## config.mk

```make
export PLATFORM = sky130hd
export DESIGN_NAME = csr_indirect_file
export DESIGN_NICKNAME = d
export VERILOG_FILES = /design/src/rtl/csr_pkg.sv /design/src/rtl/csr_run_fsm.sv /design/src/rtl/csr_flag_bank.sv /design/src/rtl/csr_cfg_regs.sv /design/src/rtl/csr_indirect_file.sv
export SDC_FILE = /design/constraint.sdc
export NUM_CORES = 1
export LEC_CHECK = 0
export ABC_AREA = 1
export BUFFER_PORTS_ARGS = -buffer_cell sky130_fd_sc_hd__buf_2
export CORE_UTILIZATION = 53
export DETAILED_ROUTE_END_ITERATION = 8
export PLACE_DENSITY_LB_ADDON = 0.08
export SLEW_MARGIN = 30
export SYNTH_ARGS = -nofsm -noshare
export SYNTH_HDL_FRONTEND = slang
export SYNTH_HIERARCHICAL = 1
export SYNTH_SLANG_ARGS = --single-unit
```

## constraint.sdc

```tcl
create_clock -name clk -period 3.94 [get_ports clk]
set_clock_uncertainty 0.2 [all_clocks]
set_input_delay 0.394 -clock clk [delete_from_list [all_inputs] [get_ports clk]]
set_output_delay 0.394 -clock clk [all_outputs]
set_load 0.01 [all_outputs]
```

## src/rtl/csr_pkg.sv

```systemverilog
package csr_pkg;

    localparam int unsigned DATA_W    = 16;
    localparam int unsigned NUM_REGS  = 4;
    localparam int unsigned IDX_W     = $clog2(NUM_REGS);
    localparam int unsigned NUM_FLAGS = 7;
    localparam int unsigned FLAG_LSB  = 8;
    localparam int unsigned FLAG_MSB  = FLAG_LSB + NUM_FLAGS - 1;

    localparam int unsigned B_INIT  = 0;
    localparam int unsigned B_START = 1;
    localparam int unsigned B_STOP  = 2;
    localparam int unsigned B_TDMD  = 3;
    localparam int unsigned B_TXON  = 4;
    localparam int unsigned B_RXON  = 5;
    localparam int unsigned B_IEN   = 6;
    localparam int unsigned B_INTR  = 7;
    localparam int unsigned B_ERR   = 15;

    localparam int unsigned ADDR_LO_W = 16;
    localparam int unsigned ADDR_HI_W = 8;
    localparam int unsigned ADDR_W    = ADDR_LO_W + ADDR_HI_W;
    localparam int unsigned CFG_W     = 3;

    typedef enum logic {
        ST_STOPPED = 1'b0,
        ST_RUNNING = 1'b1
    } run_state_t;

    typedef struct packed {
        logic tdmd;
        logic stop;
        logic start;
        logic init;
    } cmd_t;

endpackage

```

## src/rtl/csr_run_fsm.sv

```systemverilog
module csr_run_fsm
    import csr_pkg::*;
(
    input  logic       clk,
    input  logic       rst_n,
    input  logic       cmd_we,
    input  cmd_t       cmd_wdata,
    output run_state_t state_q,
    output logic       init_bit,
    output logic       tdmd_bit,
    output logic       start_bit,
    output logic       stop_bit,
    output logic       xmit_on,
    output logic       recv_on
);

    run_state_t state_d;
    logic       go_stop;
    logic       go_start;

    assign go_stop  = cmd_we && cmd_wdata.stop;
    assign go_start = cmd_we && cmd_wdata.start && !cmd_wdata.stop;

    // Next-state logic: T_START and T_STOP
    always_comb begin
        state_d = state_q;
        unique case (state_q)
            ST_STOPPED: if (go_start) state_d = ST_RUNNING;   // T_START
            ST_RUNNING: if (go_stop)  state_d = ST_STOPPED;   // T_STOP
            default:    state_d = ST_STOPPED;
        endcase
    end

    always_ff @(posedge clk or negedge rst_n) begin
        if (!rst_n) state_q <= ST_STOPPED;
        else        state_q <= state_d;
    end

    // Command latches that are not implied by the state
    always_ff @(posedge clk or negedge rst_n) begin
        if (!rst_n) begin
            init_bit <= 1'b0;
            tdmd_bit <= 1'b0;
        end else begin
            if (go_stop)
                init_bit <= 1'b0;
            else if (cmd_we && cmd_wdata.init)
                init_bit <= 1'b1;
            if (cmd_we && cmd_wdata.tdmd)
                tdmd_bit <= 1'b1;
        end
    end

    // Outputs decoded from the state
    always_comb begin
        start_bit = 1'b0;
        stop_bit  = 1'b0;
        xmit_on   = 1'b0;
        recv_on   = 1'b0;
        unique case (state_q)
            ST_STOPPED: stop_bit = 1'b1;
            ST_RUNNING: begin
                start_bit = 1'b1;
                xmit_on   = 1'b1;
                recv_on   = 1'b1;
            end
            default: stop_bit = 1'b1;
        endcase
    end

endmodule

```

## src/rtl/csr_flag_bank.sv

```systemverilog
module csr_flag_bank #(
    parameter int unsigned NUM_FLAGS = 7,
    parameter logic [NUM_FLAGS-1:0] ERR_MASK = 7'b1111000,
    parameter logic [NUM_FLAGS-1:0] IRQ_MASK = 7'b0000111
) (
    input  logic                 clk,
    input  logic                 rst_n,
    input  logic [NUM_FLAGS-1:0] set_evt,
    input  logic                 clr_we,
    input  logic [NUM_FLAGS-1:0] clr_mask,
    input  logic                 ien_we,
    input  logic                 ien_wdata,
    output logic [NUM_FLAGS-1:0] flags,
    output logic                 ien,
    output logic                 err_sum,
    output logic                 intr_pend,
    output logic                 irq
);

    // One sticky flop per flag; the event outranks the clear
    for (genvar k = 0; k < NUM_FLAGS; k++) begin : g_flag
        always_ff @(posedge clk or negedge rst_n) begin
            if (!rst_n)
                flags[k] <= 1'b0;
            else if (set_evt[k])
                flags[k] <= 1'b1;
            else if (clr_we && clr_mask[k])
                flags[k] <= 1'b0;
        end
    end

    always_ff @(posedge clk or negedge rst_n) begin
        if (!rst_n)      ien <= 1'b0;
        else if (ien_we) ien <= ien_wdata;
    end

    assign err_sum   = |(flags & ERR_MASK);
    assign intr_pend = (|(flags & IRQ_MASK)) | err_sum;
    assign irq       = intr_pend & ien;

endmodule

```

## src/rtl/csr_cfg_regs.sv

```systemverilog
module csr_cfg_regs #(
    parameter int unsigned ADDR_LO_W = 16,
    parameter int unsigned ADDR_HI_W = 8,
    parameter int unsigned CFG_W     = 3
) (
    input  logic                 clk,
    input  logic                 rst_n,
    input  logic                 lo_we,
    input  logic [ADDR_LO_W-1:1] lo_wdata,
    input  logic                 hi_we,
    input  logic [ADDR_HI_W-1:0] hi_wdata,
    input  logic                 cfg_we,
    input  logic [CFG_W-1:0]     cfg_wdata,
    output logic [ADDR_LO_W-1:0] addr_lo,
    output logic [ADDR_HI_W-1:0] addr_hi,
    output logic [CFG_W-1:0]     cfg
);

    logic [ADDR_LO_W-1:1] lo_q;

    always_ff @(posedge clk or negedge rst_n) begin
        if (!rst_n) begin
            lo_q    <= '0;
            addr_hi <= '0;
            cfg     <= '0;
        end else begin
            if (lo_we)  lo_q    <= lo_wdata;
            if (hi_we)  addr_hi <= hi_wdata;
            if (cfg_we) cfg     <= cfg_wdata;
        end
    end

    // Word alignment: bit 0 of the low address is never stored
    assign addr_lo = {lo_q, 1'b0};

endmodule

```

## src/rtl/csr_indirect_file.sv

```systemverilog
module csr_indirect_file
    import csr_pkg::*;
(
    input  logic                clk,
    input  logic                rst_n,
    input  logic                idx_we,
    input  logic [IDX_W-1:0]    idx_wdata,
    input  logic                dat_we,
    input  logic [DATA_W-1:0]   dat_wdata,
    output logic [DATA_W-1:0]   dat_rdata,
    input  logic [NUM_FLAGS-1:0] evt,
    output logic                irq,
    output logic [ADDR_W-1:0]   init_addr,
    output logic [CFG_W-1:0]    bus_cfg
);

    logic [IDX_W-1:0]     idx_q;
    run_state_t           run_state;
    logic                 init_bit, tdmd_bit, start_bit, stop_bit;
    logic                 xmit_on, recv_on;
    logic [NUM_FLAGS-1:0] flags;
    logic                 ien, err_sum, intr_pend;
    logic [ADDR_LO_W-1:0] addr_lo;
    logic [ADDR_HI_W-1:0] addr_hi;
    logic [CFG_W-1:0]     cfg;
    logic                 wr0, cfg_open;
    logic                 wr1, wr2, wr3;
    cmd_t                 cmd;

    always_ff @(posedge clk or negedge rst_n) begin
        if (!rst_n)      idx_q <= '0;
        else if (idx_we) idx_q <= idx_wdata;
    end

    assign cfg_open = (run_state == ST_STOPPED);
    assign wr0 = dat_we && (idx_q == IDX_W'(0));
    assign wr1 = dat_we && cfg_open && (idx_q == IDX_W'(1));
    assign wr2 = dat_we && cfg_open && (idx_q == IDX_W'(2));
    assign wr3 = dat_we && cfg_open && (idx_q == IDX_W'(3));

    assign cmd = '{tdmd:  dat_wdata[B_TDMD],
                   stop:  dat_wdata[B_STOP],
                   start: dat_wdata[B_START],
                   init:  dat_wdata[B_INIT]};

    csr_run_fsm u_fsm (
        .clk       (clk),
        .rst_n     (rst_n),
        .cmd_we    (wr0),
        .cmd_wdata (cmd),
        .state_q   (run_state),
        .init_bit  (init_bit),
        .tdmd_bit  (tdmd_bit),
        .start_bit (start_bit),
        .stop_bit  (stop_bit),
        .xmit_on   (xmit_on),
        .recv_on   (recv_on)
    );

    csr_flag_bank #(.NUM_FLAGS(NUM_FLAGS)) u_flags (
        .clk       (clk),
        .rst_n     (rst_n),
        .set_evt   (evt),
        .clr_we    (wr0),
        .clr_mask  (dat_wdata[FLAG_MSB:FLAG_LSB]),
        .ien_we    (wr0),
        .ien_wdata (dat_wdata[B_IEN]),
        .flags     (flags),
        .ien       (ien),
        .err_sum   (err_sum),
        .intr_pend (intr_pend),
        .irq       (irq)
    );

    csr_cfg_regs #(
        .ADDR_LO_W (ADDR_LO_W),
        .ADDR_HI_W (ADDR_HI_W),
        .CFG_W     (CFG_W)
    ) u_cfg (
        .clk       (clk),
        .rst_n     (rst_n),
        .lo_we     (wr1),
        .lo_wdata  (dat_wdata[ADDR_LO_W-1:1]),
        .hi_we     (wr2),
        .hi_wdata  (dat_wdata[ADDR_HI_W-1:0]),
        .cfg_we    (wr3),
        .cfg_wdata (dat_wdata[CFG_W-1:0]),
        .addr_lo   (addr_lo),
        .addr_hi   (addr_hi),
        .cfg       (cfg)
    );

    assign init_addr = {addr_hi, addr_lo};
    assign bus_cfg   = cfg;

    // Read multiplexer with lockout of registers 1..3 while running
    always_comb begin
        dat_rdata = '0;
        unique case (idx_q)
            IDX_W'(0): begin
                dat_rdata[B_INIT]  = init_bit;
                dat_rdata[B_START] = start_bit;
                dat_rdata[B_STOP]  = stop_bit;
                dat_rdata[B_TDMD]  = tdmd_bit;
                dat_rdata[B_TXON]  = xmit_on;
                dat_rdata[B_RXON]  = recv_on;
                dat_rdata[B_IEN]   = ien;
                dat_rdata[B_INTR]  = intr_pend;
                dat_rdata[FLAG_MSB:FLAG_LSB] = flags;
                dat_rdata[B_ERR]   = err_sum;
            end
            IDX_W'(1): if (cfg_open) dat_rdata = addr_lo;
            IDX_W'(2): if (cfg_open) dat_rdata[ADDR_HI_W-1:0] = addr_hi;
            IDX_W'(3): if (cfg_open) dat_rdata[CFG_W-1:0] = cfg;
            default:   dat_rdata = '0;
        endcase
    end

endmodule

```

==> flow_metrics.py <==
metrics = {
    "routing": {
        "met3WireLength_um": 242,
        "wl_per_cell_um": 12.4,
        "wl_met2_mm": 2.29,
        "drt_iter0_markers": 125,
        "drt_pass1_iterations": 4,
        "wl_met1_mm": 2.07,
        "antenna_left": 0,
        "wirelength_mm": 4.66,
        "vias": 1882,
        "drc": 0,
        "routed.top_layer": "met4",
        "avgViaCountPerCell": 4.99,
    },
    "timing": {
        "drv_slew": 0,
        "fin_ws_ns": 1.47,
        "whs_ns": 0.0685,
        "relSlewSlack": 0.394,
        "tightest_slew_ns": 0.906,
        "clock.fmax_ghz": 0.404,
        "rsz0062_at_grt": "false",
        "finalSetupTns_ns": 0,
        "period_minus_slack_ns": 2.47,
        "finalSetupViolCount": 0,
        "hold_violations": 0,
        "min_period_over_period": 0.628,
    },
    "setup_path": {
        "cp_top_family": "simple AND/OR/NAND/NOR gates",
        "critPathMaxStageDelay_ns": 0.68,
        "critPathMaxFanout": 13,
        "path_class": "flop to primary output",
        "cp.required_ns": 3.35,
        "critPathArrivalTime_ns": 1.88,
        "path_common_cell": "nand3_1",
        "crit_slowest_cell": "dfrtp_1",
        "cp-start-kind": "flop",
        "path_buf_inv": 2,
        "cp-end-kind": "primary output",
        "crit_chain": "inv_4, nor2_2, nand3_1, nand3_1, buf_2",
    },
    "synth": {
        "synth_seq_area_share": 0.484,
        "ys_seq_elements": 39,
        "synth_top_area_cell": "dfrtp_1",
        "synth_top_area_share": 0.484,
        "yosys_warnings": 6,
        "ys_types": 27,
        "syn_area_mm2": 0.00202,
        "avgSynthCellArea_um2": 7.76,
        "syn_nets": 289,
        "syn_inst": 260,
        "synth_area_leaders": "dfrtp_1 48%, nand2_1 23%, nand3_1 5.0%",
    },
    "finish": {
        "final_cell_count_no_fill": 377,
        "layout-drive-gt1-share": 0.301,
        "fillers": 337,
        "fin_nets": 357,
        "area_growth_syn_to_layout_pct": 23.3,
        "fin_area_mm2": 0.00249,
        "final_common_cell": "nand2_1",
        "final_cell_mix": "123 x nand2_1, 70 x buf_2, 39 x dfrtp_1, 20 x nand3_1, 15 x inv_1",
        "diodes": 0,
    },
    "placement": {
        "place_area_mm2": 0.00234,
        "place_ws_ns": 1.76,
        "place_hpwl_mm": 3.31,
        "io_buffers": 71,
        "gp_congestion": 0.858,
        "dpl.cell_count": 368,
    },
    "clock_network": {
        "cts_sinks": 39,
        "cts-resized-gates": 0,
        "clock_latency_ns": 0.29,
        "cts_htree_levels": 2,
        "cts.clk_slew.worst_paths_ns": 0.08,
        "clock-root-buffer": "clkbuf_8",
        "post_cts_buffers": 0,
        "clockBufferDepth": 2,
        "cts_inserted_buffers": 5,
        "cts_tree": "done",
    },
    "global_route": {
        "grt_first_pass_wirelength_mm": 7.84,
        "grt_pass1_vias": 1739,
        "gr-total-overflow": 0,
        "antenna_found_initial": 0,
        "grt_max_degree": 40,
        "grt_usage": 0.254,
    },
    "die": {
        "fp.dieH_um": 63.7,
        "coreArea_mm2": 0.00366,
        "fp.dieArea_mm2": 0.00406,
        "rows": 22,
        "die_width_um": 63.7,
        "start_util": 0.551,
        "io_pins": 73,
    },
    "run": {
        "maxCapViolations": 0,
    },
    "pwr": {
        "leakage_nw": 1.39,
        "powerDensity_mw_per_mm2": 610,
        "ir_drop_v": 0.000371,
    },
    "worst_hold_path": {
        "hp-class": "input port to flop",
    },
    "outcome": {
        "status": "finished clean",
    },
}
## power by group
| part | switching (mW) | internal (mW) |
|---|---|---|
| clock network | 0.142 | 0.253 |
| logic | 0.282 | 0.198 |
| registers | 0.117 | 0.525 |
| total | 0.541 | 0.976 |
## through the flow
step	utilization	power [mW]
after floorplan	-	0.926
after global placement	0.640	1.12
after detailed placement	0.640	1.13
after CTS	0.676	1.53
after global routing	0.680	1.62
final	0.680	1.52
## flip-flops by register name, summed over array words and instances (netlist names)
name	cells
u_flags/flags	7
u_fsm/state_q	1
u_fsm/init_bit	1
u_cfg/addr_hi	8
u_flags/ien	1
u_fsm/tdmd_bit	1
idx_q	2
u_cfg/lo_q	15
u_cfg/cfg	3
## worst register-to-register path, stage by stage (launching register included)
cell and delay (ns):
dfrtp_1 0.51, inv_2 0.36, nand2_1 0.17, nor3_1 0.38, buf_4 0.23, inv_2 0.09
nand2_1 0.08, nand2_1 0.05
## layer usage
metal / track usage / vias up
met3: 0.0670 / 6
li1: - / 943
met1: 0.313 / 878
met5: 0 / -
met4: 0.0909 / 0
met2: 0.423 / 55
## area by class of cell
class	count	area, µm²	share of cell area
Sequential cell	39	976	0.392
Inverter	20	82.6	0.0332
Clock buffer	6	72.6	0.0292
Multi-Input combinational cell	188	855	0.343
Tap cell	48	60.1	0.0241
Clock inverter	2	60.1	0.0241
Timing Repair Buffer	74	383	0.154
## what timing repair did
item / in CTS / in global routing
hold buffers: 0 / 1
endpoints found under the hold margin: 0 / 39
setup endpoints to repair: 0 / 0
## cell families (layout without fill, tap and decap cells)
kind of cell,count (synthesis),count (layout),share of synthesized area
simple gates,176,176,0.380
flops,39,39,0.484
buf+inv,33,102,0.0980
compound gates,11,11,0.0366
other cells,1,1,0.00186
## final timing paths
| check | startpoint | end | slack, ns | depth (start not counted) |
|---|---|---|---|---|
| setup / recovery | idx_q[0] | dat_rdata[4] | 1.47 | 5 |
| hold / removal | evt[1] | u_flags/flags[1] | 0.07 | 2 |
| setup reg to reg | u_fsm/state_q | u_cfg/addr_hi[0] | 1.77 | 7 |
| hold reg to reg | u_fsm/tdmd_bit | u_fsm/tdmd_bit | 0.28 | 1 |
| max in group asynchronous | rst_n | u_cfg/cfg[1] | 2.79 | 2 |
| min in group asynchronous | rst_n | idx_q[1] | 0.40 | 2 |
## synth_stat cells (all sizes together)
cell type    n
or2          1
nand3       23
a21oi        1
nor3         2
dfrtp       39
inv         20
nor2        15
buf         13
nand2      128
nand4        6
conb         1
nor3b        1
a21o         7
o21ai        3
Note: power is estimated with default switching activity, not from simulation.
